## src/rtl/hexrec_pkg.sv

```systemverilog
package hexrec_pkg;

  localparam int BYTE_W = 8;
  localparam int NIB_W  = 4;

  // Strobes from control to datapath
  typedef struct packed {
    logic storeHi;    // latch high nibble
    logic clrRec;     // start of record: clear checksum
    logic addSum;     // add current byte to checksum
    logic ldOffH;     // load offset high byte
    logic ldOffL;     // load offset low byte
    logic emit;       // present current byte on output
    logic bumpOff;    // advance offset
    logic ldExtPend;  // capture pending upper address
    logic commitExt;  // apply pending upper address
    logic setEof;     // raise end-of-file
    logic clrEof;     // drop end-of-file
    logic errPulse;   // record error
  } hexrec_ctl_t;

  typedef enum logic [2:0] {
    ST_IDLE, ST_CNT, ST_OFFH, ST_OFFL, ST_TYPE, ST_DATA, ST_CSUM
  } hexrec_state_e;

  localparam logic [7:0] REC_DATA = 8'h00;
  localparam logic [7:0] REC_EOF  = 8'h01;
  localparam logic [7:0] REC_EXT  = 8'h04;
  localparam logic [7:0] CH_COLON = 8'h3A;

  // {valid, value}
  function automatic logic [NIB_W:0] hexDecode(input logic [7:0] c);
    logic [NIB_W:0] r;
    r = '0;
    if (c >= 8'h30 && c <= 8'h39)      r = {1'b1, c[3:0]};
    else if (c >= 8'h41 && c <= 8'h46) r = {1'b1, c[3:0] + 4'd9};
    else if (c >= 8'h61 && c <= 8'h66) r = {1'b1, c[3:0] + 4'd9};
    return r;
  endfunction

endpackage

```

## src/rtl/hexrec_dp.sv

```systemverilog
module hexrec_dp
  import hexrec_pkg::*;
#(
  parameter int ADDR_W = 24,
  parameter int OFF_W  = 16,
  parameter logic [ADDR_W-1:0] ADDR_LIMIT = 24'h1FFFFF
) (
  input  logic               clk,
  input  logic               rst_n,
  input  logic [BYTE_W-1:0]  chData,
  input  hexrec_ctl_t        ctl,
  output logic               isHex,
  output logic               isColon,
  output logic [BYTE_W-1:0]  curByte,
  output logic               sumOk,
  output logic               addrOver,
  output logic               outValid,
  output logic [BYTE_W-1:0]  outData,
  output logic [ADDR_W-1:0]  outAddr,
  output logic               recErr,
  output logic               eofFlag
);
  localparam int EXT_W = ADDR_W - OFF_W;

  logic [NIB_W:0]       decoded;
  logic [NIB_W-1:0]     hiNib;
  logic [BYTE_W-1:0]    sumReg;
  logic [BYTE_W-1:0]    sumNext;
  logic [OFF_W-1:0]     offset;
  logic [EXT_W-1:0]     extHi;
  logic [EXT_W-1:0]     extPend;
  logic [BYTE_W-1:0]    revByte;
  logic [ADDR_W-1:0]    curAddr;

  assign decoded = hexDecode(chData);
  assign isHex   = decoded[NIB_W];
  assign isColon = (chData == CH_COLON);
  assign curByte = {hiNib, decoded[NIB_W-1:0]};
  assign sumNext = sumReg + curByte;
  assign sumOk   = (sumNext == '0);
  assign curAddr = {extHi, offset};
  assign addrOver = (curAddr > ADDR_LIMIT);

  for (genvar i = 0; i < BYTE_W; i++) begin : g_rev
    assign revByte[i] = curByte[BYTE_W-1-i];
  end

  always_ff @(posedge clk) begin
    if (!rst_n) begin
      hiNib    <= '0;
      sumReg   <= '0;
      offset   <= '0;
      extHi    <= '0;
      extPend  <= '0;
      outValid <= 1'b0;
      outData  <= '0;
      outAddr  <= '0;
      recErr   <= 1'b0;
      eofFlag  <= 1'b0;
    end else begin
      if (ctl.storeHi) hiNib <= decoded[NIB_W-1:0];
      if (ctl.clrRec)       sumReg <= '0;
      else if (ctl.addSum)  sumReg <= sumNext;
      if (ctl.ldOffH)       offset[OFF_W-1:BYTE_W] <= curByte;
      else if (ctl.ldOffL)  offset[BYTE_W-1:0] <= curByte;
      else if (ctl.bumpOff) offset <= offset + 1'b1;
      if (ctl.ldExtPend) extPend <= curByte[EXT_W-1:0];
      if (ctl.commitExt) extHi <= extPend;
      outValid <= ctl.emit;
      if (ctl.emit) begin
        outData <= revByte;
        outAddr <= curAddr;
      end
      recErr <= ctl.errPulse;
      if (ctl.clrEof)      eofFlag <= 1'b0;
      else if (ctl.setEof) eofFlag <= 1'b1;
    end
  end

endmodule

```

## src/rtl/hexrec_ctl.sv

```systemverilog
module hexrec_ctl
  import hexrec_pkg::*;
(
  input  logic              clk,
  input  logic              rst_n,
  input  logic              chValid,
  input  logic              isHex,
  input  logic              isColon,
  input  logic [BYTE_W-1:0] curByte,
  input  logic              sumOk,
  input  logic              addrOver,
  output hexrec_ctl_t       ctl
);
  hexrec_state_e     st, stNext;
  logic              phase, phaseNext;
  logic [BYTE_W-1:0] cnt, typ, idx;
  logic              badPend;
  logic              byteDone, badSet;

  always_comb begin
    ctl       = '0;
    stNext    = st;
    phaseNext = phase;
    byteDone  = 1'b0;
    badSet    = 1'b0;
    if (chValid) begin
      if (isColon) begin
        ctl.clrRec   = 1'b1;
        ctl.clrEof   = 1'b1;
        ctl.errPulse = (st != ST_IDLE);
        stNext       = ST_CNT;
        phaseNext    = 1'b0;
      end else if (st == ST_IDLE) begin
        // outside a record: ignore
      end else if (!isHex) begin
        ctl.errPulse = 1'b1;
        stNext       = ST_IDLE;
        phaseNext    = 1'b0;
      end else if (!phase) begin
        ctl.storeHi = 1'b1;
        phaseNext   = 1'b1;
      end else begin
        phaseNext  = 1'b0;
        byteDone   = 1'b1;
        ctl.addSum = (st != ST_CSUM);
        unique case (st)
          ST_CNT:  stNext = ST_OFFH;
          ST_OFFH: begin ctl.ldOffH = 1'b1; stNext = ST_OFFL; end
          ST_OFFL: begin ctl.ldOffL = 1'b1; stNext = ST_TYPE; end
          ST_TYPE: stNext = (cnt == '0) ? ST_CSUM : ST_DATA;
          ST_DATA: begin
            if (typ == REC_DATA) begin
              if (addrOver) badSet = 1'b1;
              else          ctl.emit = 1'b1;
              ctl.bumpOff = 1'b1;
            end
            if (typ == REC_EXT && idx == 8'd1) ctl.ldExtPend = 1'b1;
            if (idx == cnt - 1'b1) stNext = ST_CSUM;
          end
          ST_CSUM: begin
            if (sumOk && !badPend) begin
              ctl.commitExt = (typ == REC_EXT);
              ctl.setEof    = (typ == REC_EOF);
            end else begin
              ctl.errPulse = 1'b1;
            end
            stNext = ST_IDLE;
          end
          default: stNext = ST_IDLE;
        endcase
      end
    end
  end

  always_ff @(posedge clk) begin
    if (!rst_n) begin
      st      <= ST_IDLE;
      phase   <= 1'b0;
      cnt     <= '0;
      typ     <= '0;
      idx     <= '0;
      badPend <= 1'b0;
    end else begin
      st    <= stNext;
      phase <= phaseNext;
      if (byteDone && st == ST_CNT)  cnt <= curByte;
      if (byteDone && st == ST_TYPE) begin
        typ <= curByte;
        idx <= '0;
      end
      if (byteDone && st == ST_DATA) idx <= idx + 1'b1;
      if (ctl.clrRec)  badPend <= 1'b0;
      else if (badSet) badPend <= 1'b1;
    end
  end

endmodule

```

## src/rtl/hexrec_parser.sv

```systemverilog
module hexrec_parser
  import hexrec_pkg::*;
#(
  parameter int ADDR_W = 24,
  parameter int OFF_W  = 16,
  parameter logic [ADDR_W-1:0] ADDR_LIMIT = 24'h1FFFFF
) (
  input  logic              clk,
  input  logic              rst_n,
  input  logic              chValid,
  input  logic [7:0]        chData,
  output logic              outValid,
  output logic [7:0]        outData,
  output logic [ADDR_W-1:0] outAddr,
  output logic              recErr,
  output logic              eofFlag
);
  hexrec_ctl_t       ctl;
  logic              isHex, isColon, sumOk, addrOver;
  logic [BYTE_W-1:0] curByte;

  hexrec_ctl uCtl (
    .clk(clk), .rst_n(rst_n), .chValid(chValid), .isHex(isHex),
    .isColon(isColon), .curByte(curByte), .sumOk(sumOk),
    .addrOver(addrOver), .ctl(ctl)
  );

  hexrec_dp #(.ADDR_W(ADDR_W), .OFF_W(OFF_W), .ADDR_LIMIT(ADDR_LIMIT)) uDp (
    .clk(clk), .rst_n(rst_n), .chData(chData), .ctl(ctl),
    .isHex(isHex), .isColon(isColon), .curByte(curByte), .sumOk(sumOk),
    .addrOver(addrOver), .outValid(outValid), .outData(outData),
    .outAddr(outAddr), .recErr(recErr), .eofFlag(eofFlag)
  );

endmodule

```

## config.mk

```make
export PLATFORM = sky130hd
export DESIGN_NAME = hexrec_parser
export DESIGN_NICKNAME = d
export VERILOG_FILES = /design/src/rtl/hexrec_pkg.sv /design/src/rtl/hexrec_dp.sv /design/src/rtl/hexrec_ctl.sv /design/src/rtl/hexrec_parser.sv
export SDC_FILE = /design/constraint.sdc
export NUM_CORES = 1
export LEC_CHECK = 0
export BUFFER_PORTS_ARGS = -buffer_cell sky130_fd_sc_hd__clkbuf_2
export CAP_MARGIN = 0
export CORE_MARGIN = 2
export CORE_UTILIZATION = 33
export CTS_CLUSTER_SIZE = 40
export DETAILED_ROUTE_END_ITERATION = 16
export PLACE_DENSITY = 0.46
export SLEW_MARGIN = 20
export SYNTH_ARGS = -nofsm -noshare
export SYNTH_HDL_FRONTEND = slang
export SYNTH_SLANG_ARGS = --single-unit
```

## constraint.sdc

```tcl
create_clock -name clk -period 3.99 [get_ports clk]
set_input_delay 0 -clock clk [delete_from_list [all_inputs] [get_ports clk]]
set_output_delay 0 -clock clk [all_outputs]
set_load 0.005 [all_outputs]
```

-- Yosys cells after proc, flatten, opt, wreduce, memory -nomap -nowiden
Cells that the tools add are included.
- add/sub/neg operators: 5
- multipliers: 0
- divide/modulo/power cells: 0
- $lt $le $gt $ge: 7
- eq/ne operators: 16
- shift-type cells: 0
- muxes and demuxes: 55
- bitwise gates (word level): 2
- reductions and logical operators: 24
- operator list (cell ; number):
    8-bit two-way mux ; 9
    1-bit two-way mux ; 30
    24-bit by 21-bit greater-than comparator with 1-bit output, second input constant ; 1
    8-bit zero test ; 3
    3-bit two-way mux ; 6
    16-bit by 1-bit adder with 16-bit output, second input constant ; 1
    8-bit by 1-bit equality test with 1-bit output, second input constant ; 2
    8-bit by 7-bit greater-or-equal comparator with 1-bit output, second input constant ; 2
    8-bit by 7-bit <= comparator with 1-bit output, second input constant ; 2
    16-bit two-way mux ; 1
    5-bit two-way mux ; 3
    3-bit case mux with 5 select lines ; 1
    12-bit two-way mux ; 1
    3-bit equality test, second input constant ; 3
    8-bit by 1-bit adder with 8-bit output, second input constant ; 1
    8-bit adder ; 1
    8-bit by 3-bit equality test with 1-bit output, second input constant ; 1
    8-bit by 6-bit equality test with 1-bit output, second input constant ; 1
    8-bit equality test ; 1
    8-bit by 6-bit greater-or-equal comparator with 1-bit output, second input constant ; 1
    8-bit by 6-bit <= comparator with 1-bit output, second input constant ; 1
    1-bit logical AND ; 8
    2-bit two-way mux ; 4
    2-bit AND reduction ; 4
    15 further kinds ; 21
- register bits after elaboration: 108
- bits in latches: 0
- memory bits (writable): 0
- bits in read-only memories: 0
- output and inout bits: 35
- logic and storage cells: 126
- memories: 0

-- Longest topological paths before layout
- depth in word-level cells: 18
- mapped depth: 14
- depth with buffers taken out: 14

-- Modules after synthesis
Synthesis repeated with hierarchy kept, for this count alone.
- cell total of the unflattened synthesis: 630
- area, all modules: 5391.4 µm²
- modules (own cells, without submodules) (module ; instances ; cells an instance ; area each (µm²) ; seq. area each (µm²)):
    hexrec_dp ; 1 ; 411 ; 3676.0 ; 1581.5
    hexrec_ctl ; 1 ; 219 ; 1715.4 ; 580.6

-- Least setup slack after synthesis
OpenSTA, ideal clock, no wires.
- path type: input port to flip-flop
- start: in chData[0]
- end: reg uDp.extHi[0]
- data arrival time: 3.273 ns
- data required time: 3.865 ns
- slack: 0.592 ns
- stages: 14
- path buffers: 0
- cell sequence: inv_1 ha_1 o21bai_1 a21boi_2 xnor2_1 nor2_1 ha_1 fa_1 a211oi_1 or4b_1 nand4_1 nor4_1 nand3_2 mux2i_1
- longest elaborated chain between the ends: 15
- elaborated cells between the ends (all ways): 24
- ends and longest elaborated chain (what ; line ; RTL):
    from (decl) ; hexrec_parser.sv:11 ; input logic [7:0] chData,
    8-bit by 7-bit greater-or-equal comparator with 1-bit output or 8-bit by 7-bit <= comparator with 1-bit output (tied branches) ; hexrec_pkg.sv:37 ; else if (c >= 8'h61 && c <= 8'h66) r = {1'b1, c[3:0] + 4'd9};
    1-bit logical AND ; hexrec_pkg.sv:37 ;
    5-bit two-way mux ; hexrec_pkg.sv:37 ;
    5-bit two-way mux ; hexrec_pkg.sv:36 ; else if (c >= 8'h41 && c <= 8'h46) r = {1'b1, c[3:0] + 4'd9};
    5-bit two-way mux (*) ; hexrec_pkg.sv:35 ; if (c >= 8'h30 && c <= 8'h39) r = {1'b1, c[3:0]};
    named net curByte[0] ; hexrec_parser.sv:20 ; logic [BYTE_W-1:0] curByte;
    8-bit adder (*) ; hexrec_dp.sv:39 ; assign sumNext = sumReg + curByte;
    8-bit zero test (*) ; hexrec_dp.sv:40 ; assign sumOk = (sumNext == '0);
    1-bit logical AND (*) ; hexrec_ctl.sv:61 ; if (sumOk && !badPend) begin
    2-bit two-way mux (*) ; hexrec_ctl.sv:61 ;
    2-bit two-way mux (*) ; hexrec_ctl.sv:46 ; unique case (st)
    8-bit two-way mux (*) ; hexrec_ctl.sv:39 ; end else if (!phase) begin
    8-bit two-way mux (*) ; hexrec_ctl.sv:35 ; end else if (!isHex) begin
    8-bit two-way mux (*) ; hexrec_ctl.sv:33 ; end else if (st == ST_IDLE) begin
    8-bit two-way mux (*) ; hexrec_ctl.sv:27 ; if (isColon) begin
    12-bit two-way mux (*) ; hexrec_ctl.sv:26 ; if (chValid) begin
    to (signal assigned) ; hexrec_dp.sv:68 ; if (ctl.commitExt) extHi <= extPend;
    to (decl) ; hexrec_dp.sv:30 ; logic [EXT_W-1:0] extHi;
Mark *: on every way through the listed nets, which the timed path passes. The rest lies on a longest branch.
A chain may end at the register's enable or synchronous reset.

-- Worst setup path in the final report
- start: in chData[0]
- end: reg uDp.extHi[5]
Same word-level chain as after synthesis.

==> results.sh <==
export IMPL_outcome="complete, no violations"
export IMPL_endpoint_kind="flip-flop"
export IMPL_diodes=0
export IMPL_worstSetupStartpointType="input pin"
export IMPL_yosysWarnings=0
export IMPL_fin_skew_ns=0.00822
export IMPL_grt_pass1_vias=4131
export IMPL_clkTransAtPathRegs_ns=0.07
export IMPL_slew_viol_final=0
export IMPL_reg2reg_from="uCtl.typ[3]"
export IMPL_area_delta_synth_final_pct=14.0
export IMPL_async_flop_share=0
export IMPL_cts_setup_buffers=0
export IMPL_cts_sinks=108
export IMPL_setup_viol_count_final=0
export IMPL_synth_top_area_cell="dfxtp_1"
export IMPL_period_share=0.857
export IMPL_use_met1=0.191
export IMPL_ctsHoldBuffers=0
export IMPL_ys_seq_area_frac=0.406
export IMPL_fmax_mhz=292
export IMPL_maxCapViolCount=0
export IMPL_min_from="chValid"
export IMPL_postCtsResizedCells=0
export IMPL_dp_hpwl_um=9260
export IMPL_synth_flop_cell="dfxtp_1"
export IMPL_rows=46
export IMPL_layout_nets=650
export IMPL_hold_path_class="input pin to flip-flop"
export IMPL_place_area_mm2=0.00576
export IMPL_min_path_cells=4
export IMPL_dp_slack_ns=0.174
export IMPL_path_cells="clkbuf_2 > inv_1 > ha_1 > nor3b_1 > nor3_4 > nor2_1 > nor2_1 > ha_1 > fa_1 > a211oi_1 > or4b_1 > nand4_1 > nor4_1 > buf_4 > nand3_2 > mux2i_1"
export IMPL_ir_drop_mv=0.206
export IMPL_finalHoldWorstSlack_ns=0.104
export IMPL_slew_headroom=0.314
export IMPL_syn_inst=588
export IMPL_r2r_end="uDp.outAddr[12]"
export IMPL_use_met2=0.286
export IMPL_crit_family="simple AND/OR/NAND/NOR gates"
export IMPL_io_buffers=45
export IMPL_rsz0062_at_grt="false"
export IMPL_leakage_uw=0.00271
export IMPL_fp_dieW_um=131
export IMPL_numCtsBuffers=9
export IMPL_setup_slack_ns=0.570
export IMPL_worst_pin_slew_ns=1.03
export IMPL_ys_seq_elements=108
export IMPL_grt_max_degree=50
export IMPL_track_usage=0.159
export IMPL_grt_most_used_layer="met2"
export IMPL_wl_um=13300
export IMPL_firstDrtPassIters=4
export IMPL_powerDensity_mw_per_mm2=347
export IMPL_grt_overflow_total=0
export IMPL_clk_latency_ns=0.36
export IMPL_syn_avg_cell_area_um2=9.07
export IMPL_antenna_found_initial=0
export IMPL_critPathMaxFanout=8
export IMPL_reg2regPathDepth=7
export IMPL_grt_pass1_wl_um=21700
export IMPL_cts_tree="done"
export IMPL_required_ns=4.22
export IMPL_path_class="input pin to flip-flop"
export IMPL_drive_above_1_share=0.126
export IMPL_max_stage_delay_ns=0.43
export IMPL_syn_nets=616
export IMPL_vias_per_cell=4.99
export IMPL_worst_path_buf_inv=3
export IMPL_route_detailed_drc=0
export IMPL_design_core_area_mm2=0.0158
export IMPL_ys_types=64
export IMPL_synth_top_area_frac=0.406
export IMPL_clockBufferDepth=2
export IMPL_use_met3=0.0378
export IMPL_die_area_mm2=0.0172
export IMPL_arrival_ns=3.65
export IMPL_yosys_top_cells_area="dfxtp_1, mux2i_1, nor2_1"
export IMPL_period_minus_slack_ns=3.42
export IMPL_ios=46
export IMPL_slowest_stage="fa_1"
export IMPL_clockRootBuffer="clkbuf_16"
export IMPL_wl_per_cell_um=15.7
export IMPL_start_util=0.337
export IMPL_reg2reg_slack_ns=1.16
export IMPL_postLayoutCellArea_mm2=0.00608
export IMPL_hold_end="uCtl.phase"
export IMPL_fin_tns_setup_ns=0
export IMPL_vias=4209
export IMPL_die_y_um=131
export IMPL_gp_congestion=0.817
export IMPL_final_antenna_net_count=0
export IMPL_htree_levels=3
export IMPL_dr_first_iter_drc_count=160
export IMPL_hold_viol=0
export IMPL_syn_area_mm2=0.00533
export IMPL_synth_edff_count=0
## placed cells by master (no fill, tap or decap), types with 9 or more instances in the layout
cell type / instances
nor3_1: 17
a21oi_1: 26
clkbuf_16: 9
clkbuf_2: 45
ha_1: 16
mux2i_1: 74
nor2_1: 94
dfxtp_1: 108
nand2_1: 39
a211oi_1: 9
inv_1: 14
o21ai_0: 15
nor4_1: 14
xnor2_1: 23
nand3_1: 9
## power breakdown
group	switching, uW	internal (uW)	total, uW
clock network	400	567	967
registers	0.000499	1080	1080
logic	46.2	18.6	64.7
## registers in the layout, summed over array words and instances (netlist names)
name          count
uCtl.cnt          8
uCtl.idx          8
uDp.recErr        1
uCtl.typ          8
uCtl.phase        1
uDp.eofFlag       1
uDp.sumReg        8
uDp.outData       8
uDp.offset       16
uCtl.badPend      1
uDp.extPend       8
uDp.extHi         8
uDp.hiNib         4
uCtl.st           3
uDp.outAddr      24
uDp.outValid      1
## worst register-to-register path: stages, from the launching register on
cell	delay, ns
dfxtp_1	0.31
nor4_1	0.50
and4b_1	0.37
o2111ai_4	0.12
buf_4	0.23
nand2b_2	0.70
mux2i_1	0.40
nor2_1	0.06
## routing by layer
metal / wire length (um) / share of wire / vias up
li1: - / - / 2144
met1: 6100 / 0.46 / 1991
met2: 6670 / 0.50 / 63
met3: 376 / 0.028 / 11
met4: 124 / 0.0093 / 0
met5: 0 / 0 / -
## per-stage QoR
step / instances / util / power (uW)
floorplan: 588 / - / 1140
global placement: 827 / 0.364 / 1170
detailed placement: 827 / 0.364 / 1170
CTS: 843 / 0.384 / 2140
global route: 843 / 0.384 / 2190
finish: 843 / 0.384 / 2110
## final cells by class
class	count	area (um^2)
timing repair buffer	52	290
clock buffer	12	246
fill	1599	9750
inverter	15	56.3
multi-input combinational	436	2980
sequential	108	2160
clock inverter	4	72.6
tap	216	270
## cell families after synthesis
| logic type | count (synthesis) | share of synthesized area |
|---|---|---|
| mux | 75 | 0.141 |
| simple gates | 232 | 0.218 |
| compound gates | 82 | 0.109 |
| fa+ha+maj | 17 | 0.0413 |
| xor+xnor | 30 | 0.0493 |
| buf+inv | 44 | 0.0361 |
| flops | 108 | 0.406 |
## worst max-delay path by stage
| stage | from | end | slack [ns] | cells past startpoint |
|---|---|---|---|---|
| after floorplan | chData[0] | uDp.extHi[0] | 0.59 | 14 |
| after global placement | chData[0] | uDp.extHi[1] | 0.35 | 16 |
| after detailed placement | chData[0] | uDp.extHi[5] | 0.17 | 16 |
| after CTS | chData[0] | uDp.extHi[5] | 0.52 | 16 |
| after global routing | chData[0] | uDp.extHi[1] | 0.16 | 16 |
| final | chData[0] | uDp.extHi[5] | 0.57 | 16 |
## synthesized netlist by cell type (4+ instances only)
cell,number
a211oi_1,9
a21oi_1,26
a311oi_1,4
and3_1,7
buf_2,4
buf_4,4
clkbuf_1,20
dfxtp_1,108
ha_1,16
inv_1,15
mux2i_1,74
nand2_1,39
nand2b_1,4
nand3_1,9
nand4_1,5
nor2_1,94
nor2b_1,7
nor3_1,17
nor4_1,14
o21ai_0,15
o31ai_1,4
or3_1,7
xnor2_1,23
xor2_1,7
Note: power is estimated with default switching activity, not from simulation.
